===== src/rtl/fdc_ctl_pkg.sv =====
package fdc_ctl_pkg;
  localparam int DATA_W   = 8;
  localparam int MAX_DRV  = 4;
  localparam int SEL_W    = $clog2(MAX_DRV);
  localparam int MOT_LSB  = 4;
  localparam int DMA_BIT  = 3;
  localparam int RATE_W   = 2;
  localparam int PIN_CNT  = 2;

  typedef enum logic [1:0] {
    MODE_AT   = 2'b00,
    MODE_M30  = 2'b01,
    MODE_PS2  = 2'b10,
    MODE_RSVD = 2'b11
  } compat_e;

  // DMA is open in PS/2 mode, otherwise follows the gate bit.
  function automatic logic dma_allowed(input logic [1:0] mode, input logic gate_bit);
    return (mode == MODE_PS2) ? 1'b1 : gate_bit;
  endfunction

  // Motor bit belonging to the currently selected drive.
  function automatic logic drive_live(input logic [DATA_W-1:0] ctl);
    logic [MAX_DRV-1:0] motors;
    motors = ctl[MOT_LSB +: MAX_DRV];
    return motors[ctl[SEL_W-1:0]];
  endfunction
endpackage


===== src/rtl/fdc_reg_file.sv =====
module fdc_reg_file
  import fdc_ctl_pkg::*;
#(
  parameter int unsigned ADDR_W = 3,
  parameter logic [ADDR_W-1:0] CTL_ADDR  = 3'd2,
  parameter logic [ADDR_W-1:0] RATEA_ADDR = 3'd4,
  parameter logic [ADDR_W-1:0] RATEB_ADDR = 3'd7
) (
  input  logic              clk,
  input  logic              rst_n,
  input  logic [ADDR_W-1:0] addr,
  input  logic              wr,
  input  logic [DATA_W-1:0] wdata,
  output logic [DATA_W-1:0] rdata,
  output logic [DATA_W-1:0] ctl_o,
  output logic [RATE_W-1:0] rate_o
);
  logic [DATA_W-1:0] ctl_q;
  logic [RATE_W-1:0] ratea_q, rateb_q;
  logic              ratea_last_q;
  logic              hit_ctl, hit_ratea, hit_rateb;

  assign hit_ctl   = wr && (addr == CTL_ADDR);
  assign hit_ratea = wr && (addr == RATEA_ADDR);
  assign hit_rateb = wr && (addr == RATEB_ADDR);

  always_ff @(posedge clk or negedge rst_n) begin
    if (!rst_n) begin
      ctl_q        <= '0;
      ratea_q      <= '0;
      rateb_q      <= '0;
      ratea_last_q <= 1'b0;
    end else begin
      if (hit_ctl) ctl_q <= wdata;
      if (hit_ratea) begin
        ratea_q      <= wdata[RATE_W-1:0];
        ratea_last_q <= 1'b1;
      end else if (hit_rateb) begin
        rateb_q      <= wdata[RATE_W-1:0];
        ratea_last_q <= 1'b0;
      end
    end
  end

  assign ctl_o  = ctl_q;
  assign rate_o = ratea_last_q ? ratea_q : rateb_q;
  assign rdata  = (addr == CTL_ADDR) ? ctl_q : '0;

  assert_ctl_write_R11: assert property (@(posedge clk) disable iff (!rst_n)
    hit_ctl |=> (ctl_o == $past(wdata)));
  assert_ratea_wins_R5: assert property (@(posedge clk) disable iff (!rst_n)
    hit_ratea |=> (rate_o == $past(wdata[RATE_W-1:0])));
  assert_rateb_wins_R5: assert property (@(posedge clk) disable iff (!rst_n)
    hit_rateb |=> (rate_o == $past(wdata[RATE_W-1:0])));
  assert_rate_hold_R5: assert property (@(posedge clk) disable iff (!rst_n)
    (!hit_ratea && !hit_rateb) |=> $stable(rate_o));
endmodule


===== src/rtl/fdc_drive_decode.sv =====
module fdc_drive_decode
  import fdc_ctl_pkg::*;
(
  input  logic              clk,
  input  logic              rst_n,
  input  logic [DATA_W-1:0] ctl,
  input  logic              four_mode,
  output logic [PIN_CNT-1:0] sel_n,
  output logic [PIN_CNT-1:0] mot_n
);
  logic [PIN_CNT-1:0] two_sel_n, two_mot_n;
  logic [PIN_CNT-1:0] four_sel_n, four_mot_n;
  logic               live;

  for (genvar i = 0; i < PIN_CNT; i++) begin : g_pin
    assign two_sel_n[i] = ~((ctl[SEL_W-1:0] == SEL_W'(i)) && ctl[MOT_LSB+i]);
    assign two_mot_n[i] = ~ctl[MOT_LSB+i];
  end

  assign live       = drive_live(ctl);
  assign four_sel_n = live ? ctl[SEL_W-1:0] : '1;
  assign four_mot_n = {~(|ctl[MOT_LSB +: MAX_DRV]), ~live};

  assign sel_n = four_mode ? four_sel_n : two_sel_n;
  assign mot_n = four_mode ? four_mot_n : two_mot_n;

  assert_two_onehot_R2: assert property (@(posedge clk) disable iff (!rst_n)
    !four_mode |-> $onehot0(~sel_n));
  for (genvar i = 0; i < PIN_CNT; i++) begin : g_chk
    assert_sel_needs_motor_R2: assert property (@(posedge clk) disable iff (!rst_n)
      (!four_mode && !sel_n[i]) |-> !mot_n[i]);
  end
  assert_four_idle_R4: assert property (@(posedge clk) disable iff (!rst_n)
    (four_mode && (ctl[MOT_LSB +: MAX_DRV] == '0)) |-> (sel_n == '1 && mot_n == '1));
  assert_four_strobe_R4: assert property (@(posedge clk) disable iff (!rst_n)
    (four_mode && !mot_n[0]) |-> !mot_n[1]);
endmodule


===== src/rtl/fdc_dma_gate.sv =====
module fdc_dma_gate
  import fdc_ctl_pkg::*;
(
  input  logic       clk,
  input  logic       rst_n,
  input  logic [1:0] mode,
  input  logic       gate_bit,
  input  logic       req_in,
  input  logic       ack_n,
  output logic       req_out,
  output logic       ack_ok
);
  logic dma_on;

  assign dma_on  = dma_allowed(mode, gate_bit);
  assign req_out = req_in & dma_on;
  assign ack_ok  = ~ack_n & dma_on;

  assert_ps2_open_R7: assert property (@(posedge clk) disable iff (!rst_n)
    (mode == MODE_PS2 && req_in && !ack_n) |-> (req_out && ack_ok));
  assert_gate_closed_R8: assert property (@(posedge clk) disable iff (!rst_n)
    (mode != MODE_PS2 && !gate_bit) |-> (!req_out && !ack_ok));
  assert_no_spurious_R6: assert property (@(posedge clk) disable iff (!rst_n)
    !req_in |-> !req_out);
endmodule


===== src/rtl/fdc_drive_ctl.sv =====
module fdc_drive_ctl
  import fdc_ctl_pkg::*;
#(
  parameter int unsigned ADDR_W = 3,
  parameter logic [ADDR_W-1:0] CTL_ADDR   = 3'd2,
  parameter logic [ADDR_W-1:0] RATEA_ADDR = 3'd4,
  parameter logic [ADDR_W-1:0] RATEB_ADDR = 3'd7
) (
  input  logic              clk,
  input  logic              rst_n,
  input  logic [ADDR_W-1:0] bus_addr,
  input  logic              bus_wr,
  input  logic [7:0]        bus_wdata,
  output logic [7:0]        bus_rdata,
  input  logic [1:0]        compat_mode,
  input  logic              four_drive_en,
  input  logic              seek_active,
  input  logic              seek_inward,
  input  logic              rw_active,
  input  logic              dma_req_in,
  input  logic              dma_ack_n,
  output logic [1:0]        drv_sel_n,
  output logic [1:0]        mot_en_n,
  output logic [1:0]        rate_sel,
  output logic              dir_n,
  output logic              dma_req_out,
  output logic              dma_ack_ok
);
  logic [DATA_W-1:0] ctl;

  fdc_reg_file #(
    .ADDR_W(ADDR_W), .CTL_ADDR(CTL_ADDR),
    .RATEA_ADDR(RATEA_ADDR), .RATEB_ADDR(RATEB_ADDR)
  ) u_regs (
    .clk(clk), .rst_n(rst_n), .addr(bus_addr), .wr(bus_wr),
    .wdata(bus_wdata), .rdata(bus_rdata), .ctl_o(ctl), .rate_o(rate_sel)
  );

  fdc_drive_decode u_dec (
    .clk(clk), .rst_n(rst_n), .ctl(ctl), .four_mode(four_drive_en),
    .sel_n(drv_sel_n), .mot_n(mot_en_n)
  );

  fdc_dma_gate u_dma (
    .clk(clk), .rst_n(rst_n), .mode(compat_mode), .gate_bit(ctl[DMA_BIT]),
    .req_in(dma_req_in), .ack_n(dma_ack_n),
    .req_out(dma_req_out), .ack_ok(dma_ack_ok)
  );

  assign dir_n = ~(seek_active & ~rw_active & seek_inward);

  assert_dir_quiet_R9: assert property (@(posedge clk) disable iff (!rst_n)
    (!seek_active || rw_active || !seek_inward) |-> dir_n);
  assert_dir_inward_R9: assert property (@(posedge clk) disable iff (!rst_n)
    (seek_active && !rw_active && seek_inward) |-> !dir_n);
  assert_read_rate_zero_R10: assert property (@(posedge clk) disable iff (!rst_n)
    (bus_addr == RATEA_ADDR || bus_addr == RATEB_ADDR) |-> (bus_rdata == '0));
endmodule


===== config.mk =====
export PLATFORM = sky130hd
export DESIGN_NAME = fdc_drive_ctl
export DESIGN_NICKNAME = d
export VERILOG_FILES = /design/src/rtl/fdc_ctl_pkg.sv /design/src/rtl/fdc_reg_file.sv /design/src/rtl/fdc_drive_decode.sv /design/src/rtl/fdc_dma_gate.sv /design/src/rtl/fdc_drive_ctl.sv
export SDC_FILE = /design/constraint.sdc
export NUM_CORES = 1
export LEC_CHECK = 0
export BUFFER_PORTS_ARGS = -buffer_cell sky130_fd_sc_hd__buf_2
export CAP_MARGIN = 20
export CORE_MARGIN = 2
export CORE_UTILIZATION = 30
export DETAILED_ROUTE_END_ITERATION = 12
export GPL_TIMING_DRIVEN = 0
export HOLD_SLACK_MARGIN = 0.02
export SYNTH_ARGS = -nofsm -noshare
export SYNTH_HDL_FRONTEND = slang
export SYNTH_SLANG_ARGS = --single-unit
export TNS_END_PERCENT = 20

===== constraint.sdc =====
create_clock -name clk -period 1.3 [get_ports clk]
set_input_delay 0.13 -clock clk [delete_from_list [all_inputs] [get_ports clk]]
set_output_delay 0.13 -clock clk [all_outputs]
set_load 0.05 [all_outputs]

==> flow_summary.toml <==
[clock_network]
path_clk_slew_ps = 80
root_buffer = "clkbuf_4"
worstSkewPairLatency_ps = 280
cts.sinks = 13
numCtsBuffers = 3
cts_tree = "done"
clock_path_buffers = 2
htree_num_levels = 1

[worst_setup_path]
reg2reg_from = "u_regs.ctl_o[6]$_DFFE_PN0P_"
cp_max_fo = 2
cpLargestDelayFamily = "simple AND/OR/NAND/NOR gates"
cp.buffers_inverters = 1
critPathLaunch = "u_regs.ctl_o[6]$_DFFE_PN0P_"
worstSetupEndpointType = "output pin"
critPathMaxStageDelay_ps = 400
cp.arrival_ps = 1370
path_class = "reg -> out"
required_ps = 1170
path_cells = "or3_4, a21oi_4, buf_6"
crit_slowest_cell = "or3_4"
crit_path_start_kind = "flop"

[route]
vias_per_cell = 4.79
final_antenna_net_count = 0
dr.first_iter.drc_count = 5
dr.pass1.iters = 4
post_drt_wl_per_cell_um = 12.6
drc = 0
wl_mm = 1.83
vias = 695

[timing]
rsz0062_at_grt = "true"
whs_ps = 71.4
hold_viol_final = 0
fmax_mhz = 665
period_needed_ps = 1500
finalWorstSetupSlack_ps = -204
max-slew-margin-rel_pct = 76.2
finalCritPeriodShare_pct = 116
setup_viol = 8
tightest_slew_ps = 356
skew_ps = 0
slew_viol_final = 0

[run_status]
failed_checks = "negative setup slack"
status = "complete, but fails checks"

[yosys]
ys_top_cells_by_area = "dfrtp_1, mux2_4, mux2_2"
syn_inst = 67
ys_seq_area_share_pct = 42.4
synth_area_um2 = 767
synth_edf_count = 0
synth_cell_types = 24
synth_nets = 89
ys_top_cells_by_count = "dfrtp_1, and2_2, mux2_4, mux2_2, o21ai_0"
async_flop_share_pct = 100
synth_flop_cell = "dfrtp_1"
yosysWarnings = 0
yosysTopAreaCell = "dfrtp_1"
synth_seq_cells = 13
syn_avg_cell_area_um2 = 11.4
synth_most_common_cell = "dfrtp_1"
synth_top_area_share_pct = 42.4

[placed_design]
place_area_um2 = 1010
port_buffers = 38
gp_congestion = 0.729
dp_hpwl_mm = 1.33

[floorplan]
dieArea_um2 = 2980
die_h_um = 54.6
fp.dieW_um = 54.6
initial_utilization_pct = 31.2
core_um2 = 2450
rows = 18
io_pins = 39

[grt]
grt_pass1_vias = 627
track_usage_pct = 14.2
grt_antenna_before_repair = 0
grt_pass1_wl_mm = 2.87
grt_max_degree = 14
grt_overflow_total = 0

[power_and_ir_drop]
p_switching_w = 0.000628
total_leakage_power_nw = 0.573
power_density_nw_per_um2 = 1370
p_seq_share_pct = 35.3
peakVddDrop_v = 0.000911
power_frac_comb_pct = 48.8
p_clk_share_pct = 15.9
p_sw_share_pct = 38.9
internal_power_w = 0.000985

[min_path]
hold_class = "in -> reg"
hold_start = "bus_wdata[6]"

[final_layout]
drive_above_1_share_pct = 67.8
diodes = 0
nFillCells = 238
final_nets = 138
fin_area_um2 = 1180
syn2layout_area_growth_pct = 53.8
seq_area_um2 = 330
multi_input_area_um2 = 437
fin_util_pct = 48.1

[flow_run]
maxCapViolations = 0
layout by cell type (no fill, tap or decap), drive strengths merged, types with 2 or more instances in the layout:
cell	instances
and2	9
clkbuf	4
inv	3
o21ai	4
dfrtp	13
nand3	3
buf	45
nand2	3
a21oi	2
a31oi	2
nand2b	2
nor2	2
mux2	13
final cells by class:
| type | instances | share of cell area [%] |
|---|---|---|
| clock buffers | 4 | 2.23 |
| multi-input cells | 49 | 37.0 |
| flip-flops and latches | 13 | 28.0 |
| plain buffers | 1 | 1.70 |
| repair buffers | 45 | 26.9 |
| inverters | 3 | 0.954 |
| well taps | 30 | 3.18 |
cell families after synthesis:
kind of cell / synth area share (%)
buf+inv: 4.57
mux: 23.8
simple gates: 21.5
flops: 42.4
compound gates: 7.67
what timing repair did:
item,CTS,global route
pin swaps,1,1
hold buffers,1,0
resized for setup,27,6
endpoints found under the setup margin,9,12
hold endpoints to repair,13,0
cloned,0,0
buffers inserted,5,1
final timing paths:
check | endpoint | cells after the start | slack, ps
max in group asynchronous | u_regs.ratea_last_q$_DFFE_PN0P_ | 2 | 760
hold reg to reg | u_regs.ctl_o[2]$_DFFE_PN0P_ | 1 | 500
min in group asynchronous | u_regs.ctl_o[7]$_DFFE_PN0P_ | 2 | 290
setup reg to reg | u_regs.ctl_o[6]$_DFFE_PN0P_ | 3 | 270
hold / removal | u_regs.ctl_o[6]$_DFFE_PN0P_ | 2 | 70
setup / recovery | mot_en_n[1] | 3 | -200
flip-flops by register name, indices dropped and copies added (netlist names):
| name | count |
|---|---|
| u_regs.ratea_last_q | 1 |
| u_regs.rateb_q | 2 |
| u_regs.ctl_o | 8 |
| u_regs.ratea_q | 2 |
per-layer routing:
layer | vias to the layer above | global-route usage, % | part of all wire, %
li1 | 334 | - | -
met1 | 335 | 18.3 | 40
met2 | 24 | 21.1 | 53
met3 | 2 | 5.46 | 6.1
met4 | 0 | 6.25 | 0.87
met5 | - | 0 | 0
power by group through the flow:
stage | clock [W] | sequential, W | combinational [W]
3_5_place_dp | 0 | 0.000572 | 0.000618
4_1_cts | 0.000278 | 0.000576 | 0.000768
5_1_grt | 0.000296 | 0.000582 | 0.000836
6_report | 0.000257 | 0.000570 | 0.000787
3_3_place_gp | 0 | 0.000568 | 0.000608
2_1_floorplan | 0 | 0.000549 | 0.000489
through the flow:
step | setup slack (ps) | setup TNS (ps) | total power [W] | instances
5_1_grt | -271 | -1150 | 0.00171 | 145
3_3_place_gp | -90.6 | -760 | 0.00118 | 135
3_5_place_dp | -103 | -883 | 0.00119 | 135
4_1_cts | -219 | -706 | 0.00162 | 144
2_1_floorplan | -26.3 | -26.3 | 0.00104 | 67
6_report | -204 | -607 | 0.00161 | 145
(Power assumes the default switching activity.)
